$ cat config.mk
export PLATFORM = sky130hd
export DESIGN_NAME = uart_irq_arbiter
export DESIGN_NICKNAME = d
export VERILOG_FILES = /design/src/rtl/uirq_pkg.sv /design/src/rtl/uirq_sticky.sv /design/src/rtl/uirq_prio.sv /design/src/rtl/uart_irq_arbiter.sv
export SDC_FILE = /design/constraint.sdc
export NUM_CORES = 1
export LEC_CHECK = 0
export ABC_CLOCK_PERIOD_IN_PS = 3500
export BUFFER_PORTS_ARGS = -buffer_cell sky130_fd_sc_hd__buf_4
export CAP_MARGIN = 10
export CELL_PAD_IN_SITES_DETAIL_PLACEMENT = 2
export CELL_PAD_IN_SITES_GLOBAL_PLACEMENT = 2
export CORE_ASPECT_RATIO = 1.2
export CORE_MARGIN = 3
export CORE_UTILIZATION = 15
export DETAILED_ROUTE_END_ITERATION = 6
export PLACE_DENSITY_LB_ADDON = 0.1
export REMOVE_ABC_BUFFERS = 1
export SLEW_MARGIN = 40
export SYNTH_ARGS = -nofsm -noshare
export SYNTH_HDL_FRONTEND = slang
export SYNTH_SLANG_ARGS = --single-unit
$ cat constraint.sdc
create_clock -name clk -period 3.5 [get_ports clk]
set_input_delay 1.05 -clock clk [delete_from_list [all_inputs] [get_ports clk]]
set_output_delay 1.05 -clock clk [all_outputs]
set_load 0.05 [all_outputs]
$ cat src/rtl/uirq_pkg.sv
package uirq_pkg;

  localparam int unsigned CODE_W = 6;
  localparam int unsigned TIERS  = 7;
  localparam int unsigned EN_W   = 6;

  typedef logic [CODE_W-1:0] iir_code_t;

  localparam iir_code_t CODE_NONE   = 6'b000001;
  localparam iir_code_t CODE_LINE   = 6'b000110;
  localparam iir_code_t CODE_RXTO   = 6'b001100;
  localparam iir_code_t CODE_RXDATA = 6'b000100;
  localparam iir_code_t CODE_TX     = 6'b000010;
  localparam iir_code_t CODE_MODEM  = 6'b000000;
  localparam iir_code_t CODE_FLOW   = 6'b010000;
  localparam iir_code_t CODE_PIN    = 6'b100000;

  // enable bit positions
  localparam int unsigned EN_LINE  = 0;
  localparam int unsigned EN_RX    = 1;
  localparam int unsigned EN_TX    = 2;
  localparam int unsigned EN_MODEM = 3;
  localparam int unsigned EN_FLOW  = 4;
  localparam int unsigned EN_PIN   = 5;

  // tier index 0 is the most urgent
  typedef enum logic [2:0] {
    T_LINE   = 3'd0,
    T_RXTO   = 3'd1,
    T_RXDATA = 3'd2,
    T_TX     = 3'd3,
    T_MODEM  = 3'd4,
    T_FLOW   = 3'd5,
    T_PIN    = 3'd6
  } tier_e;

  function automatic iir_code_t tier_code(input int unsigned idx);
    case (idx)
      0:       return CODE_LINE;
      1:       return CODE_RXTO;
      2:       return CODE_RXDATA;
      3:       return CODE_TX;
      4:       return CODE_MODEM;
      5:       return CODE_FLOW;
      default: return CODE_PIN;
    endcase
  endfunction

endpackage

$ cat src/rtl/uirq_sticky.sv
module uirq_sticky (
  input  logic clk,
  input  logic rst_n,
  input  logic set_i,
  input  logic clr_i,
  output logic q_o
);

  logic q_r;

  // a fresh event outranks a clear in the same cycle
  always_ff @(posedge clk or negedge rst_n) begin
    if (!rst_n)     q_r <= 1'b0;
    else if (set_i) q_r <= 1'b1;
    else if (clr_i) q_r <= 1'b0;
  end

  assign q_o = q_r;

  // set priority over clear (shared by R6, R7, R8, R9)
  assert_set_wins_R6: assert property (@(posedge clk) disable iff (!rst_n)
    set_i |=> q_o);

  // clear takes effect next cycle when no set competes (also R7, R8)
  assert_clear_takes_R9: assert property (@(posedge clk) disable iff (!rst_n)
    (clr_i && !set_i) |=> !q_o);

  // flag holds without a clear (R7 relies on this for Xoff)
  assert_hold_without_clear_R7: assert property (@(posedge clk) disable iff (!rst_n)
    (q_o && !clr_i) |=> q_o);

endmodule

$ cat src/rtl/uirq_prio.sv
module uirq_prio
  import uirq_pkg::*;
#(
  parameter int unsigned N = TIERS
) (
  input  logic [N-1:0] pend_i,
  output iir_code_t    code_o,
  output logic         any_o
);

  logic [N-1:0] gnt;

  // one-hot grant: a tier wins when nothing more urgent is pending
  genvar gi;
  generate
    for (gi = 0; gi < N; gi++) begin : g_grant
      if (gi == 0) begin : g_top
        assign gnt[gi] = pend_i[gi];
      end else begin : g_rest
        assign gnt[gi] = pend_i[gi] & ~(|pend_i[gi-1:0]);
      end
    end
  endgenerate

  always_comb begin
    iir_code_t acc;
    acc = '0;
    for (int i = 0; i < N; i++) begin
      if (gnt[i]) acc = acc | tier_code(i);
    end
    any_o  = |pend_i;
    code_o = any_o ? acc : CODE_NONE;
  end

endmodule

$ cat src/rtl/uart_irq_arbiter.sv
module uart_irq_arbiter
  import uirq_pkg::*;
(
  input  logic            clk,
  input  logic            rst_n,
  input  logic [EN_W-1:0] irq_en,
  input  logic            fifo_en,
  input  logic            rx_overrun,
  input  logic            rx_err_any,
  input  logic            rx_timeout,
  input  logic            rx_ready,
  input  logic            rx_lvl_hit,
  input  logic            tx_empty,
  input  logic            tx_lvl_hit,
  input  logic            modem_chg,
  input  logic            xoff_det,
  input  logic            xon_det,
  input  logic            spchar_det,
  input  logic            cts_deassert,
  input  logic            rts_deassert,
  input  logic            iir_rd,
  input  logic            msr_rd,
  input  logic            flow_rd,
  output logic            irq_n,
  output logic [CODE_W-1:0] iir_code
);

  logic       modem_q, xoff_q, spc_q, pin_q;
  logic       spc_clr;
  logic       line_src, rxd_src, tx_src;
  logic [TIERS-1:0] pend;
  iir_code_t  code_w;
  logic       any_w;

  // level sources, mode-selected
  assign line_src = rx_overrun | rx_err_any;
  assign rxd_src  = fifo_en ? rx_lvl_hit : rx_ready;
  assign tx_src   = fifo_en ? tx_lvl_hit : tx_empty;

  // special character clears only when its code is being shown
  assign spc_clr = iir_rd && (code_w == CODE_FLOW);

  uirq_sticky u_modem (.clk(clk), .rst_n(rst_n), .set_i(modem_chg),
                       .clr_i(msr_rd),  .q_o(modem_q));
  uirq_sticky u_xoff  (.clk(clk), .rst_n(rst_n), .set_i(xoff_det),
                       .clr_i(xon_det), .q_o(xoff_q));
  uirq_sticky u_spc   (.clk(clk), .rst_n(rst_n), .set_i(spchar_det),
                       .clr_i(spc_clr), .q_o(spc_q));
  uirq_sticky u_pin   (.clk(clk), .rst_n(rst_n), .set_i(cts_deassert | rts_deassert),
                       .clr_i(flow_rd), .q_o(pin_q));

  always_comb begin
    pend         = '0;
    pend[T_LINE]   = line_src        & irq_en[EN_LINE];
    pend[T_RXTO]   = rx_timeout      & irq_en[EN_RX];
    pend[T_RXDATA] = rxd_src         & irq_en[EN_RX];
    pend[T_TX]     = tx_src          & irq_en[EN_TX];
    pend[T_MODEM]  = modem_q         & irq_en[EN_MODEM];
    pend[T_FLOW]   = (xoff_q | spc_q) & irq_en[EN_FLOW];
    pend[T_PIN]    = pin_q           & irq_en[EN_PIN];
  end

  uirq_prio #(.N(TIERS)) u_prio (
    .pend_i (pend),
    .code_o (code_w),
    .any_o  (any_w)
  );

  assign irq_n    = ~any_w;
  assign iir_code = code_w;

  assert_idle_code_R1: assert property (@(posedge clk) disable iff (!rst_n)
    irq_n |-> (iir_code == CODE_NONE));

  assert_pin_matches_code_R11: assert property (@(posedge clk) disable iff (!rst_n)
    !irq_n |-> (iir_code != CODE_NONE));

  assert_line_first_R2: assert property (@(posedge clk) disable iff (!rst_n)
    (irq_en[EN_LINE] && (rx_overrun || rx_err_any)) |-> (iir_code == CODE_LINE));

  assert_timeout_first_R3: assert property (@(posedge clk) disable iff (!rst_n)
    (irq_en[EN_RX] && rx_timeout && !(irq_en[EN_LINE] && (rx_overrun || rx_err_any)))
      |-> (iir_code == CODE_RXTO));

  assert_disabled_silent_R10: assert property (@(posedge clk) disable iff (!rst_n)
    (irq_en == '0) |-> irq_n);

  assert_special_kept_R8: assert property (@(posedge clk) disable iff (!rst_n)
    (spc_q && iir_rd && (iir_code != CODE_FLOW) && !spchar_det) |=> spc_q);

endmodule

==> results.yml, run 1 <==
status:
  status: "complete, no violations"
synthesis:
  ys_top_cells_by_area: "sky130_fd_sc_hd__dfrtp_1 (36%), sky130_fd_sc_hd__o21ai_0 (7.1%), sky130_fd_sc_hd__a22o_4 (6.3%), sky130_fd_sc_hd__a21o_1 (5.4%), sky130_fd_sc_hd__inv_1 (5.4%)"
  post_synth_inst_count: 30
  commonest_cells_in_the_synthesized_netlist: "sky130_fd_sc_hd__dfrtp_1 (4), sky130_fd_sc_hd__inv_1 (4), sky130_fd_sc_hd__nand2_1 (4), sky130_fd_sc_hd__o21ai_0 (4)"
  syn-mean-instance-area_um2: 9.34
  post_synth_instance_area_um2: 280
  synth_top_flop_cell: "sky130_fd_sc_hd__dfrtp_1"
  ys_ff_latch: 4
  yosysTopAreaCellShare: 0.357
  synth-edff-count: 0
  synth.distinct_cells: 16
  ys.warnings.count: 0
  postSynth.asyncResetShare: 1.00
  synth.yosys.seq_area_share: 0.357
  post-synth-top-area-cell: "sky130_fd_sc_hd__dfrtp_1"
finish:
  antenna_cells_inserted: 0
  num-fill-cells: 205
  layout-drive-gt1-share: 0.603
  area_occupied_by_multi_input_gates_um2: 158
  finish.net_count: 90
  syn2layout_area_growth_pct: 96.4
  seq_area_um2: 100
grt:
  grt-ovfl-total: 0
  grt_first_pass_wirelength_um: 1540
  maximum_number_of_pins_on_one_net_before_global_route_repair: 7
  antenna_found_initial: 0
  gr-usage-all-layers: 0.0885
  first_global_vias: 381
floorplanning:
  io_pins: 32
  core_region_area_um2: 1700
  initial_cell_density_of_the_core: 0.165
  floorplan_die_height_um: 53.4
  floorplan.die_area_um2: 2430
  die_x_um: 45.5
  rows: 16
route:
  drt_first_pass_iters: 2
  postRouteWirelength_um: 960
  drc_violation_count_after_routing: 0
  vias: 356
  via_density_per_instance: 4.40
  dr.first_iter.drc_count: 1
  wire_per_inst_um: 11.9
  route.antenna.remaining_nets: 0
clock_network:
  worst_setup_hold_path_clk_slew_ps: 30
  cts_hold_buf: 0
  cts_tree: "built"
  postCtsResizedCells: 0
  clock_tree.buffer_depth: 2
  cts_root_buffer: "sky130_fd_sc_hd__clkbuf_4"
  htree_levels: 1
  postCtsSetupRepairBufs: 0
  insertion_delay_ps: 230
  clock_sink_count: 4
  cts_buffers: 3
critical_path:
  critical-path-top-cell-by-count: "sky130_fd_sc_hd__buf_4"
  critical-path-top-delay-family: "compound AO/OA/AOI/OAI gates"
  critical_path.cell_chain: "buf_4, o21ai_0, o211ai_2, nor4b_2, buf_4"
  crit_arrival_ps: 2230
  crit_path_largest_cell_delay_ps: 320
  timing_worst_setup_path_type: "input port to output pin"
  critPathBufInv: 2
  start_kind: "input port"
  crit_path_end_kind: "output pin"
  slowest_stage: "sky130_fd_sc_hd__nor4b_2"
  path_max_fanout: 6
  critical_path_required_ps: 2450
sta:
  worst_slew_margin_rel: 0.780
  min_period_ps: 3280
  worst-slew-pin-transition_ps: 326
  rsz0062_at_grt: "false"
  report.final.slew_viol_count: 0
  hold_violations: 0
  setup-violations-final: 0
  final_min_period_over_clock_period: 0.936
  fmaxAchievable_mhz: 305
  hold_ws_ps: 466
  worst_clock_skew_ps: 0.0553
pwr:
  cellLeakagePower_nw: 0.291
  worst_ir_drop_vdd_uv: 218
  power.density_nw_per_um2: 309
  power_w: 0.000170
placement:
  routability_congestion_estimate_from_global_placement: 0.713
  portBuffers: 31
min_path:
  hold_class: "flip-flop to flip-flop"
job:
  maxCapViolCount: 0
cells by family (layout without fill, tap and decap cells):
kind of cell    Yosys count  count (layout)  synth area share
compound gates            9               9             0.268
buf+inv                   5              38            0.0804
flops                     4               4             0.357
mux                       2               2            0.0893
simple gates             10              10             0.205
cell type report:
type	count	area share
clock buffers	3	0.0409
inverters	4	0.0273
multi-input cells	21	0.286
flip-flops and latches	4	0.182
well taps	18	0.0409
repair buffers	31	0.423
per-stage QoR:
step                      TNS [ps]   util  worst slack (ps)  instance area, µm²  cells
final                            0  0.324               223                 551     81
after global routing             0  0.324              97.1                 551     81
after CTS                        0  0.324               155                 551     81
after detailed placement         0  0.310               166                 528     78
after global placement           0  0.310               181                 528     78
after floorplan              -4070      -             -1430                 273     29
sequential cells by signal, indices dropped and copies added (netlist names):
register / cells
u_pin.q_o: 1
u_spc.q_o: 1
u_xoff.q_o: 1
u_modem.q_o: 1
final timing paths:
| check | from | to | slack, ps | cells after the start |
|---|---|---|---|---|
| max | rx_err_any | iir_code[5] | 220 | 5 |
| min | u_xoff.q_o$_DFFE_PN0P_ | u_xoff.q_o$_DFFE_PN0P_ | 470 | 1 |
| max reg2reg | u_modem.q_o$_DFFE_PN0P_ | u_spc.q_o$_DFFE_PN0P_ | 2390 | 2 |
| min reg2reg | u_xoff.q_o$_DFFE_PN0P_ | u_xoff.q_o$_DFFE_PN0P_ | 470 | 1 |
| max in group asynchronous | rst_n | u_pin.q_o$_DFFE_PN0P_ | 2790 | 1 |
| min in group asynchronous | rst_n | u_spc.q_o$_DFFE_PN0P_ | 600 | 1 |
per-layer routing:
layer	vias to the layer above	track usage	routed length, µm
met1	167	0.0850	282
met5	-	0	0
met2	18	0.163	556
met3	0	0.0476	121
li1	171	-	-
met4	0	0.0146	0
report_power, final:
group,total (W),leakage (nW),switching (W),internal [W]
clock network,0.0000568,0.0138,0.0000185,0.0000383
logic,0.0000628,0.237,0.0000317,0.0000312
registers,0.0000504,0.0402,0.00000138,0.0000490
total,0.000170,0.291,0.0000515,0.000119
worst register-to-register path: stages, from the launching register on:
cell	delay [ps]
sky130_fd_sc_hd__dfrtp_1	390
sky130_fd_sc_hd__a22o_4	280
sky130_fd_sc_hd__o32a_1	330
placed cells by master (no fill, tap or decap), types with 2 or more instances in the layout:
cell                       netlist  final
sky130_fd_sc_hd__a21o_1          2      2
sky130_fd_sc_hd__buf_4           1     31
sky130_fd_sc_hd__clkbuf_4        0      3
sky130_fd_sc_hd__dfrtp_1         4      4
sky130_fd_sc_hd__inv_1           4      4
sky130_fd_sc_hd__nand2_1         4      4
sky130_fd_sc_hd__nor3_1          2      2
sky130_fd_sc_hd__o21ai_0         4      4
Note: power is estimated with default switching activity, not from simulation.
==> run 2: changes to the inputs <==
CORE_UTILIZATION = 16   (was 15)
SYNTH_HIERARCHICAL = 1   (was default)
==> results.yml, run 2 <==
status:
  status: "complete, no violations"
pwr:
  power.density_nw_per_um2: 289
  power.combinational.fraction: 0.379
  switchingPower_w: 0.0000516
  cellLeakagePower_nw: 0.318
  p_int_w: 0.000119
  share_seq_of_total_power: 0.292
  worst_ir_drop_vdd_uv: 158
  clkPwrFrac: 0.330
  netSwitchingFraction: 0.303
finish:
  seq_area_um2: 100
  most_frequent_cells_in_the_layout: "sky130_fd_sc_hd__buf_4 (31), sky130_fd_sc_hd__inv_1 (6), sky130_fd_sc_hd__a21o_1 (5)"
  layout-drive-gt1-share: 0.521
  area_occupied_by_multi_input_gates_um2: 189
  layout_commonest_cell: "sky130_fd_sc_hd__buf_4"
  syn2layout_area_growth_pct: 89.2
  num-fill-cells: 200
  postLayoutCoreUtil: 0.338
  final_design_area_no_fill_um2: 589
  finish.net_count: 98
  antenna_cells_inserted: 0
placement:
  detailedPlacementHpwl_um: 906
  portBuffers: 31
  routability_congestion_estimate_from_global_placement: 0.576
  placed_area_um2: 567
sta:
  final_total_negative_setup_slack_ps: 0
  setup-violations-final: 0
  min_period_ps: 3220
  hold_violations: 0
  worst-slew-pin-transition_ps: 400
  report.final.slew_viol_count: 0
  fmaxAchievable_mhz: 311
  hold_ws_ps: 465
  worst_clock_skew_ps: 0.935
  worst_slew_margin_rel: 0.731
  final_min_period_over_clock_period: 0.919
  rsz0062_at_grt: "false"
synthesis:
  ys.warnings.count: 6
  synth.distinct_cells: 16
  commonest_cells_in_the_synthesized_netlist: "sky130_fd_sc_hd__inv_1 (6), sky130_fd_sc_hd__a21o_1 (5), sky130_fd_sc_hd__and2_1 (4), sky130_fd_sc_hd__dfrtp_1 (4), sky130_fd_sc_hd__nor2b_1 (3)"
  post_synthesis_compound_gate_area_fraction: 0.169
  yosysTopAreaCellShare: 0.321
  post-synth-top-area-cell: "sky130_fd_sc_hd__dfrtp_1"
  synth-edff-count: 0
  post_synth_instance_area_um2: 312
  post_synth_inst_count: 37
  synth.yosys.seq_area_share: 0.321
  postSynth.asyncResetShare: 1.00
  synth.most_common_cell: "sky130_fd_sc_hd__inv_1"
  synth-xor-area-share: 0
  syn-mean-instance-area_um2: 8.42
  ys_ff_latch: 4
  largest_family_of_logic_cells_by_synthesized_area: "simple AND/OR/NAND/NOR gates"
  synthMuxAreaShare: 0.0643
  ys_top_cells_by_area: "sky130_fd_sc_hd__dfrtp_1 (32%), sky130_fd_sc_hd__a21o_1 (12%), sky130_fd_sc_hd__and2_1 (8.0%), sky130_fd_sc_hd__inv_1 (7.2%), sky130_fd_sc_hd__mux2i_1 (6.4%)"
  synth_top_flop_cell: "sky130_fd_sc_hd__dfrtp_1"
  yosys.area_share.adder: 0
  synth-simple-area-share: 0.373
floorplanning:
  die_x_um: 46.3
  core_region_area_um2: 1740
  rows: 16
  floorplan_die_height_um: 54.3
  initial_cell_density_of_the_core: 0.179
  io_pins: 32
  floorplan.die_area_um2: 2510
grt:
  maximum_number_of_pins_on_one_net_before_global_route_repair: 6
  antenna_found_initial: 0
  grt-ovfl-total: 0
  gr-usage-all-layers: 0.0878
  grt_first_pass_wirelength_um: 1570
  first_global_vias: 391
clock_network:
  cts_buffers: 3
  htree_levels: 1
  cts_tree: "built"
  clock_tree.buffer_depth: 2
  cts_root_buffer: "sky130_fd_sc_hd__clkbuf_4"
  postCtsResizedCells: 0
  worst_setup_hold_path_clk_slew_ps: 40
  postCtsSetupRepairBufs: 0
  insertion_delay_ps: 230
  cts_hold_buf: 0
  clock_sink_count: 4
route:
  drc_violation_count_after_routing: 0
  via_density_per_instance: 4.42
  vias: 393
  dr.first_iter.drc_count: 1
  drt_first_pass_iters: 4
  route.antenna.remaining_nets: 0
  wire_per_inst_um: 11.0
  postRouteWirelength_um: 983
critical_path:
  critical_path.cell_chain: "buf_4, o21a_1, nor3_2, and4b_1, buf_4"
  path_max_fanout: 5
  critical-path-top-cell-by-count: "sky130_fd_sc_hd__buf_4"
  crit_path_largest_cell_delay_ps: 300
  slowest_stage: "sky130_fd_sc_hd__nor3_2"
  critical_path_required_ps: 2450
  crit_path_end_kind: "output pin"
  start_kind: "input port"
  critical-path-top-delay-family: "simple AND/OR/NAND/NOR gates"
  crit_arrival_ps: 2170
  timing_worst_setup_path_type: "input port to output pin"
  critPathBufInv: 2
min_path:
  hold_class: "flip-flop to flip-flop"
job:
  maxCapViolCount: 0
run 2: layout make-up:
| class | count | area share |
|---|---|---|
| Timing Repair Buffer | 31 | 0.395 |
| Inverter | 6 | 0.0382 |
| Sequential cell | 4 | 0.170 |
| Tap cell | 18 | 0.0382 |
| Clock buffer | 3 | 0.0382 |
| Multi-Input combinational cell | 27 | 0.321 |
run 2: final timing paths:
check	cells after the start	from	end	slack (ps)
worst max-delay path	5	rx_err_any	iir_code[5]	280
worst min register to register	1	u_pin/q_o$_DFFE_PN0P_	u_pin/q_o$_DFFE_PN0P_	460
worst max register to register	7	u_spc/q_o$_DFFE_PN0P_	u_spc/q_o$_DFFE_PN0P_	1920
worst min-delay path	1	u_pin/q_o$_DFFE_PN0P_	u_pin/q_o$_DFFE_PN0P_	460
max in group asynchronous	1	rst_n	u_modem/q_o$_DFFE_PN0P_	2790
min in group asynchronous	1	rst_n	u_xoff/q_o$_DFFE_PN0P_	610
run 2: per-stage QoR:
step	setup WS [ps]	instances	total power [W]
after global placement	335	86	0.000115
after detailed placement	291	86	0.000116
after floorplan	416	37	0.0000836
final	283	89	0.000170
after CTS	282	89	0.000176
after global routing	177	89	0.000184
run 2: worst reg2reg max path, stage by stage, from the launching register on:
cell and delay (ps):
sky130_fd_sc_hd__dfrtp_1 340, sky130_fd_sc_hd__o21a_1 160, sky130_fd_sc_hd__nor4_1 80, sky130_fd_sc_hd__and2_1 180, sky130_fd_sc_hd__or3_1 360, sky130_fd_sc_hd__nor4_2 140, sky130_fd_sc_hd__inv_1 70, sky130_fd_sc_hd__a21o_1 150
run 2: layer usage:
metal	track usage	part of all wire	vias up
met5	0	0	-
met1	0.0879	0.33	177
met2	0.151	0.55	21
met3	0.0197	0.098	2
met4	0.0711	0.017	0
li1	-	-	193
run 2: logic make-up after synthesis:
group | count (synthesis)
multiplexers | 2
AND/OR/NAND/NOR | 18
buffers and inverters | 6
AO/OA/AOI/OAI | 7
flip-flops | 4
run 2: power by group through the flow:
stage / combinational, W / clock, W / sequential, W
6_report: 0.0000645 / 0.0000562 / 0.0000497
5_1_grt: 0.0000707 / 0.0000637 / 0.0000501
4_1_cts: 0.0000658 / 0.0000602 / 0.0000498
3_5_place_dp: 0.0000656 / 0 / 0.0000504
3_3_place_gp: 0.0000648 / 0 / 0.0000504
2_1_floorplan: 0.0000335 / 0 / 0.0000501
